--- config.mk ---
export PLATFORM = sky130hd
export DESIGN_NAME = xing_irq_gen
export DESIGN_NICKNAME = d
export VERILOG_FILES = /design/src/rtl/xing_pkg.sv /design/src/rtl/xing_sync_edge.sv /design/src/rtl/xing_ctrl.sv /design/src/rtl/xing_interval_ctr.sv /design/src/rtl/xing_irq_gen.sv
export SDC_FILE = /design/constraint.sdc
export NUM_CORES = 1
export LEC_CHECK = 0
export BUFFER_PORTS_ARGS = -buffer_cell sky130_fd_sc_hd__buf_2
export CORE_UTILIZATION = 40
export CTS_BUF_LIST = sky130_fd_sc_hd__clkbuf_16
export CTS_CLUSTER_SIZE = 14
export DETAILED_ROUTE_END_ITERATION = 10
export SLEW_MARGIN = 20
export SYNTH_ARGS = -nofsm -noshare
export SYNTH_HDL_FRONTEND = slang
export SYNTH_SLANG_ARGS = --single-unit
--- constraint.sdc ---
create_clock -name clk -period 2.7 [get_ports clk]
set_clock_uncertainty 0.05 [all_clocks]
set_input_delay 0.27 -clock clk [delete_from_list [all_inputs] [get_ports clk]]
set_output_delay 0.27 -clock clk [all_outputs]
set_load 0.03 [all_outputs]
--- src/rtl/xing_pkg.sv ---
package xing_pkg;

   typedef enum logic [1:0] {
      ST_IDLE = 2'd0,
      ST_WAIT = 2'd1,
      ST_RUN  = 2'd2
   } xing_state_e;

   typedef struct packed {
      logic opp_edge;   // stop on the opposite-direction crossing
      logic down_start; // start on a falling crossing
   } xing_cfg_t;

   // crossing that begins a measurement
   function automatic logic start_sel(input xing_cfg_t c, input logic up, input logic dn);
      return c.down_start ? dn : up;
   endfunction

   // direction gate: open for the start direction, or always in opposite-edge mode
   function automatic logic dir_gate(input xing_cfg_t c, input logic up, input logic dn);
      return c.opp_edge | (c.down_start ? dn : up);
   endfunction

endpackage

--- src/rtl/xing_sync_edge.sv ---
module xing_sync_edge #(
   parameter int unsigned STAGES    = 2,
   parameter bit          RESET_LVL = 1'b0
) (
   input  logic clk,
   input  logic rst_n,
   input  logic din,
   output logic up_o,
   output logic dn_o
);
   localparam int unsigned DEPTH = STAGES + 1;

   if (STAGES < 2) begin : g_chk_stages
      $error("xing_sync_edge: STAGES must be at least 2");
   end

   logic [DEPTH-1:0] pipe;

   for (genvar g = 0; g < DEPTH; g++) begin : g_stage
      if (g == 0) begin : g_first
         always_ff @(posedge clk or negedge rst_n) begin
            if (!rst_n) pipe[g] <= RESET_LVL;
            else        pipe[g] <= din;
         end
      end else begin : g_next
         always_ff @(posedge clk or negedge rst_n) begin
            if (!rst_n) pipe[g] <= RESET_LVL;
            else        pipe[g] <= pipe[g-1];
         end
      end
   end

   logic lvl, lvl_d;
   assign lvl   = pipe[STAGES-1];
   assign lvl_d = pipe[STAGES];
   assign up_o  = lvl & ~lvl_d;
   assign dn_o  = ~lvl & lvl_d;

endmodule

--- src/rtl/xing_ctrl.sv ---
module xing_ctrl
   import xing_pkg::*;
(
   input  logic clk,
   input  logic rst_n,
   input  logic arm_i,
   input  logic special_i,
   input  logic pol_neg_i,
   input  logic up_i,
   input  logic dn_i,
   output logic start_o,
   output logic run_o,
   output logic irq_n_o,
   output logic done_o
);
   xing_state_e state_q;
   xing_cfg_t   cfg_q;
   logic        irq_n_q, done_q;
   logic        any_edge, stop_hit;

   assign any_edge = up_i | dn_i;
   // three-way qualification: edge pulse, direction gate, armed-and-started
   assign stop_hit = any_edge & dir_gate(cfg_q, up_i, dn_i) & (state_q == ST_RUN) & ~arm_i;
   assign start_o  = (state_q == ST_WAIT) & start_sel(cfg_q, up_i, dn_i) & ~arm_i;
   assign run_o    = (state_q == ST_RUN) & ~arm_i;

   always_ff @(posedge clk or negedge rst_n) begin
      if (!rst_n) begin
         state_q <= ST_IDLE;
         cfg_q   <= '0;
         irq_n_q <= 1'b1;
         done_q  <= 1'b0;
      end else if (arm_i) begin
         state_q <= ST_WAIT;
         cfg_q   <= '{opp_edge: special_i, down_start: pol_neg_i};
         irq_n_q <= 1'b1;
         done_q  <= 1'b0;
      end else begin
         irq_n_q <= ~stop_hit;
         case (state_q)
            ST_WAIT: if (start_o) state_q <= ST_RUN;
            ST_RUN: begin
               if (stop_hit) begin
                  state_q <= ST_IDLE;
                  done_q  <= 1'b1;
               end
            end
            default: state_q <= ST_IDLE;
         endcase
      end
   end

   assign irq_n_o = irq_n_q;
   assign done_o  = done_q;

endmodule

--- src/rtl/xing_interval_ctr.sv ---
module xing_interval_ctr #(
   parameter int unsigned CNT_W    = 24,
   parameter bit          SATURATE = 1'b1
) (
   input  logic             clk,
   input  logic             rst_n,
   input  logic             clear_i,
   input  logic             adv_i,
   output logic [CNT_W-1:0] cnt_o
);
   localparam logic [CNT_W-1:0] CNT_MAX = '1;
   localparam logic [CNT_W-1:0] CNT_ONE = CNT_W'(1);

   if (CNT_W < 2) begin : g_chk_w
      $error("xing_interval_ctr: CNT_W must be at least 2");
   end

   logic [CNT_W-1:0] cnt_q, cnt_nxt;

   if (SATURATE) begin : g_sat
      assign cnt_nxt = (cnt_q == CNT_MAX) ? cnt_q : cnt_q + CNT_ONE;
   end else begin : g_wrap
      assign cnt_nxt = cnt_q + CNT_ONE;
   end

   always_ff @(posedge clk or negedge rst_n) begin
      if (!rst_n)       cnt_q <= '0;
      else if (clear_i) cnt_q <= '0;
      else if (adv_i)   cnt_q <= cnt_nxt;
   end

   assign cnt_o = cnt_q;

endmodule

--- src/rtl/xing_irq_gen.sv ---
module xing_irq_gen #(
   parameter int unsigned CNT_W       = 24,
   parameter int unsigned SYNC_STAGES = 2
) (
   input  logic             clk,
   input  logic             rst_n,
   input  logic             cmp_i,
   input  logic             special_i,
   input  logic             pol_neg_i,
   input  logic             arm_i,
   output logic             irq_n_o,
   output logic [CNT_W-1:0] count_o,
   output logic             done_o
);
   logic up_p, dn_p, start_p, run_p;

   xing_sync_edge #(.STAGES(SYNC_STAGES), .RESET_LVL(1'b0)) u_sync (
      .clk   (clk),
      .rst_n (rst_n),
      .din   (cmp_i),
      .up_o  (up_p),
      .dn_o  (dn_p)
   );

   xing_ctrl u_ctrl (
      .clk       (clk),
      .rst_n     (rst_n),
      .arm_i     (arm_i),
      .special_i (special_i),
      .pol_neg_i (pol_neg_i),
      .up_i      (up_p),
      .dn_i      (dn_p),
      .start_o   (start_p),
      .run_o     (run_p),
      .irq_n_o   (irq_n_o),
      .done_o    (done_o)
   );

   xing_interval_ctr #(.CNT_W(CNT_W), .SATURATE(1'b1)) u_ctr (
      .clk     (clk),
      .rst_n   (rst_n),
      .clear_i (start_p),
      .adv_i   (run_p),
      .cnt_o   (count_o)
   );

endmodule

# Word-level counts from Yosys, hierarchy flattened
# Index checks and enable logic that the tools add are counted.
word_totals:
  register_bits: 33
  output_inout_bits: 26
  wordCells: 48
op_classes:
  n_addsub: 1
  eq_ne: 6
  n_mux: 12
  n_bitwise: 14
  reduce_logical: 6
ops:
  columns: ["cell", "n"]
  rows:
  - ["$mux 24", 3]
  - ["$add 24x1->24 const B", 1]
  - ["$eq 24x24->1 const B", 1]
  - ["$and 1x1->1", 8]
  - ["$mux 2", 3]
  - ["$reduce_and 2->1", 3]
  - ["$reduce_bool 2->1", 3]
  - ["$mux 1", 5]
  - ["$not 1->1", 4]
  - ["$pmux 2 s2", 1]
  - ["$ne 3x2->1 const B", 1]
  - ["$ne 3x3->1 const B", 1]
  - ["$eq 2x1->1 const B", 1]
  - ["$eq 2x2->1 const B", 1]
  - ["$ne 2x2->1 const B", 1]
  - ["$or 1x1->1", 2]

# Depth between registers and ports, before layout
depth:
  depth_word: 10
  ltp_mapped: 8

# Modules after synthesis
# A second synthesis with hierarchy kept.
hier_totals:
  cells_unflattened: 164
  hier_area_um2: 1740.4
modules_own_cells:
  columns: ["mod", "instances", "cells_each", "area_per_inst_um2", "seq_area_each_um2"]
  rows:
  - ["xing_interval_ctr", 1, 139, 1368.8, 600.6]
  - ["xing_ctrl", 1, 20, 281.5, 151.4]
  - ["xing_sync_edge", 1, 5, 90.1, 75.1]

# Least setup slack after synthesis
# Ideal clock, no wire load.
synth_path:
  path_type: "flip-flop to flip-flop"
  startpoint: "register u_ctr.cnt_q[0], in the netlist u_ctr.cnt_o[0]"
  endpoint: "register u_ctr.cnt_q[23], in the netlist u_ctr.cnt_o[23]"
  arrival_time_ps: 2362
  t_required_ps: 2572
  setup_slack_ps: 211
  path_stages_with_launch: 9
  path_cell_list: "dfrtp_1 > ha_1 > and2_1 > clkbuf_1 > nor4bb_1 > or4b_1 > buf_2 > or4_1 > a21oi_1"
synth_via:
  elab_chain_cells: 4
  elab_cells_between_ends: 7
synth_lines:
  columns: ["element", "line_no", "source"]
  rows:
  - ["from (decl)", "xing_interval_ctr.sv:18", "logic [CNT_W-1:0] cnt_q, cnt_nxt;"]
  - ["from (signal assigned)", "xing_interval_ctr.sv:29", "else if (adv_i) cnt_q <= cnt_nxt;"]
  - ["$add 24x1->24", "xing_interval_ctr.sv:21", "assign cnt_nxt = (cnt_q == CNT_MAX) ? cnt_q : cnt_q + CNT_ONE;"]
  - ["$mux 24", "xing_interval_ctr.sv:21", null]
  - ["$mux 24", "xing_interval_ctr.sv:29", null]
  - ["$mux 24", "xing_interval_ctr.sv:28", "else if (clear_i) cnt_q <= '0;"]
# Parallel ways exist; a longest one is shown, timed or not. The select of a mux whose other input is x is not followed.
# A chain may end at the register's enable or synchronous reset.

# Worst setup path in the final report
layout_path:
  startpoint: "register u_ctr.cnt_q[3], in the netlist u_ctr.cnt_o[3]"
  endpoint: "register u_ctr.cnt_q[23], in the netlist u_ctr.cnt_o[23]"
# The elaborated chain is that of the path after synthesis.

==> key figures <==
Cells and area
  • Area Growth Syn to Fin: 19.9%
  • Number of inserted filler cells in the final layout: between 400 and 500
  • Area taken by multi-input logic gates: ~790 µm²
  • Post-layout net count: between 200 and 250
  • Area of all placed cells without fillers: approximately 0.0020 mm²
  • Antenna fix cells: 0
  • Area taken by flip-flops and latches: between 800 and 900 µm²
  • Final std cells w/o fill: 256
  • Share of post-route cells with drive strength above 1: 21.8%
  • Util after Layout: between 50% and 60%

Placed design
  • HPWL after detailed placement: ~2700 µm
  • Port Buf Inserts: 31
  • Inst Count DP: around 250
  • Placement Cell Area: around 0.0019 mm²
  • Placer's final routability congestion estimate: 0.762
  • Worst slack, placed: about 0.34 ns

STA
  • Final period demand of the worst path: 2.38 ns
  • Maximum clock frequency: between 400 and 500 MHz
  • Final WS setup: roughly 0.32 ns
  • Pins over their slew limit: 0
  • Normalized max-slew margin: a little over two fifths
  • Worst Max-Slew Pin Slew: approximately 0.85 ns
  • Final setup violation count: 0
  • RSZ-0062 raised after global routing: false
  • Hold violation count in the final report: 0
  • Portion of the clock cycle consumed by the worst path in the final layout: 88.3%
  • Sum of negative setup slack: 0 ns
  • Worst hold-check slack: 0.0183 ns

Synth
  • Seq/Total Area, Yosys: between 40% and 50%
  • Flip-flop and latch count after synthesis: 33
  • Synth Flop Type: sky130_fd_sc_hd__dfrtp_1
  • Post-Synthesis Mean Instance Area: 9.79 µm²
  • Synth warnings: 0
  • Commonest cells in the synthesized netlist: 32 x sky130_fd_sc_hd__dfrtp_1, 16 x sky130_fd_sc_hd__nand2_1, 13 x sky130_fd_sc_hd__nor2_1
  • Biggest area contributors in the synthesized netlist: sky130_fd_sc_hd__dfrtp_1 48%, sky130_fd_sc_hd__xnor2_1 5.2%, sky130_fd_sc_hd__nand2_1 3.6%
  • Cell type contributing the most total cell area after synthesis: sky130_fd_sc_hd__dfrtp_1
  • Count of cell types in the netlist: 38
  • Instance count of the mapped netlist: between 150 and 200
  • Number of enable-type register cells in the synthesized netlist: 0
  • Async set-reset flop share out of synthesis: 100%
  • Library cell with the highest instance count after synthesis: sky130_fd_sc_hd__dfrtp_1
  • Synth top area share: between 40% and 50%
  • Post-synthesis instance area: about 0.0017 mm²
  • Mapped Nets: roughly 180

Power
  • VDD IR max: about 0.29 mV
  • Power per standard cell area: roughly 550 mW/mm²
  • Total chip power: roughly 1.1 mW
  • Leakage: 0.968 nW

CTS
  • CTS tree: done
  • Root Buffer Master: sky130_fd_sc_hd__clkbuf_16
  • Number of gates resized after CTS: 0
  • Htree depth: 2
  • Max clock buf depth: 2
  • Hold buffers post-CTS: 0
  • Post-CTS setup buffer count: 0
  • Clock insertion delay at the later pin of the skew report: 0.27 ns
  • Clock sink total: 33
  • CTS Buf Count: 5
  • CTS clock-pin slew for the worst setup and hold paths: 0.05 ns

Critical path
  • CP max stage delay: between 0.6 and 0.7 ns
  • Required arrival time at the worst endpoint: 2.84 ns
  • Buffers and inverters on the worst path: 0
  • Peak fanout along the critical path: 8
  • Worst path cell trace: and3_1 -> nand4_4 -> or4b_1 -> or4_1 -> a21oi_1
  • Slowest stage cell on the critical path: sky130_fd_sc_hd__or4b_1
  • Worst Setup End Kind: flip-flop
  • Crit path max-delay family: simple AND/OR/NAND/NOR gates
  • Kind of start point of the critical path: flip-flop
  • Type of the worst setup path: flip-flop to flip-flop
  • Data arrival at the endpoint of the critical path: around 2.5 ns

Flow run
  • Max_cap viols: 0

Route
  • Number of detailed-routing iterations run before antenna repair: 4
  • Number of DRC markers in iteration 0: 64
  • Average wire per standard cell: around 14 µm
  • Antenna viol nets, final: 0
  • Detail-routed via count per cell: 5.42
  • Via total after detailed routing: between 1000 and 1500
  • Detailed-route wire length: 3640 µm
  • Number of design rule violations left after detail routing: 0

Run status
  • Run status: finished, final reports clean

Floorplanning
  • I/O pin cnt: 32
  • Vertical die dimension: roughly 67 µm
  • Starting Density: 41.8%
  • Total die area: ~0.0045 mm²
  • Core Rows: 23
  • Die width: between 60 and 70 µm
  • Core Area: 0.00403 mm²

Global routing
  • Global-route wire length before repair: around 6400 µm
  • GRT Util Overall: a little under a fifth
  • Pin count of the biggest net entering global routing: 34
  • Number of global-route vias before repair: around 1400
  • Total gr overflow: 0
  • Number of antenna violations at the first check in global routing: 0

Min path
  • Type of the tightest min-delay check: input pin to async pin
[cell families (layout without fill, tap and decap cells)]
family / Yosys count / in the layout / share of synthesized area, %
xor+xnor: 11 / 11 / 5.72
mux: 4 / 4 / 2.45
buf+inv: 14 / 48 / 3.79
fa+ha+maj: 3 / 3 / 2.23
compound gates: 29 / 29 / 10.3
simple gates: 78 / 78 / 26.4
flops: 33 / 33 / 49.1
[area by class of cell]
cell class              instances  area share (%)
flip-flops and latches         33            41.0
multi-input cells             125            39.3
repair buffers                 34            8.80
clock buffers                   5            6.20
well taps                      50            3.10
inverters                       6            1.12
clock inverters                 3           0.558
[report_power, final]
group          total, mW  switching (mW)  leakage (nW)  internal [mW]
Clock              0.512           0.182        0.0738          0.331
Sequential         0.522          0.0131         0.442          0.509
Combinational     0.0683          0.0465         0.453         0.0218
Total               1.10           0.241         0.968          0.861
[cell usage in the layout (no fill, tap or decap), types with 4 or more instances in the layout]
| cell type | Yosys | routed |
|---|---|---|
| sky130_fd_sc_hd__dfrtp_1 | 32 | 32 |
| sky130_fd_sc_hd__buf_2 | 2 | 31 |
| sky130_fd_sc_hd__nand2_1 | 16 | 16 |
| sky130_fd_sc_hd__nor2_1 | 13 | 13 |
| sky130_fd_sc_hd__a21oi_1 | 11 | 11 |
| sky130_fd_sc_hd__nand3_1 | 10 | 10 |
| sky130_fd_sc_hd__xnor2_1 | 10 | 10 |
| sky130_fd_sc_hd__inv_1 | 6 | 8 |
| sky130_fd_sc_hd__o21ai_0 | 8 | 8 |
| sky130_fd_sc_hd__nor3_1 | 7 | 7 |
| sky130_fd_sc_hd__or3_1 | 6 | 6 |
| sky130_fd_sc_hd__and2_1 | 5 | 5 |
| sky130_fd_sc_hd__clkbuf_16 | 0 | 5 |
| sky130_fd_sc_hd__nand4_1 | 4 | 4 |
[registers in the layout, indices dropped and copies added, names as in the netlist]
name and cells:
u_ctr.cnt_o 24, u_ctrl.cfg_q 2, u_ctrl.done_o 1, u_ctrl.irq_n_o 1, u_ctrl.state_q 2, u_sync.lvl 1
u_sync.lvl_d 1, u_sync.pipe 1
[per-layer routing]
metal / part of all wire [%] / track usage, %
met1: 45 / 23.9
met2: 51 / 32.3
met3: 3.5 / 3.94
met4: 0.69 / 6.38
met5: 0 / 0
[path summary, 6_finish.rpt]
| path | start | end | slack (ns) | cells past startpoint |
|---|---|---|---|---|
| worst max-delay path | u_ctr.cnt_o[3] | u_ctr.cnt_o[23] | 0.32 | 5 |
| min in group clk | cmp_i | u_sync.pipe[0] | 0.06 | 1 |
| max in group asynchronous | rst_n | u_sync.lvl_d | 2.12 | 1 |
| worst min-delay path | rst_n | u_ctr.cnt_o[17] | 0.02 | 1 |
| worst min register to register | u_sync.pipe[0] | u_sync.lvl | 0.30 | 0 |
| worst max register to register | u_ctr.cnt_o[3] | u_ctr.cnt_o[23] | 0.32 | 5 |
(Power assumes the default switching activity.)
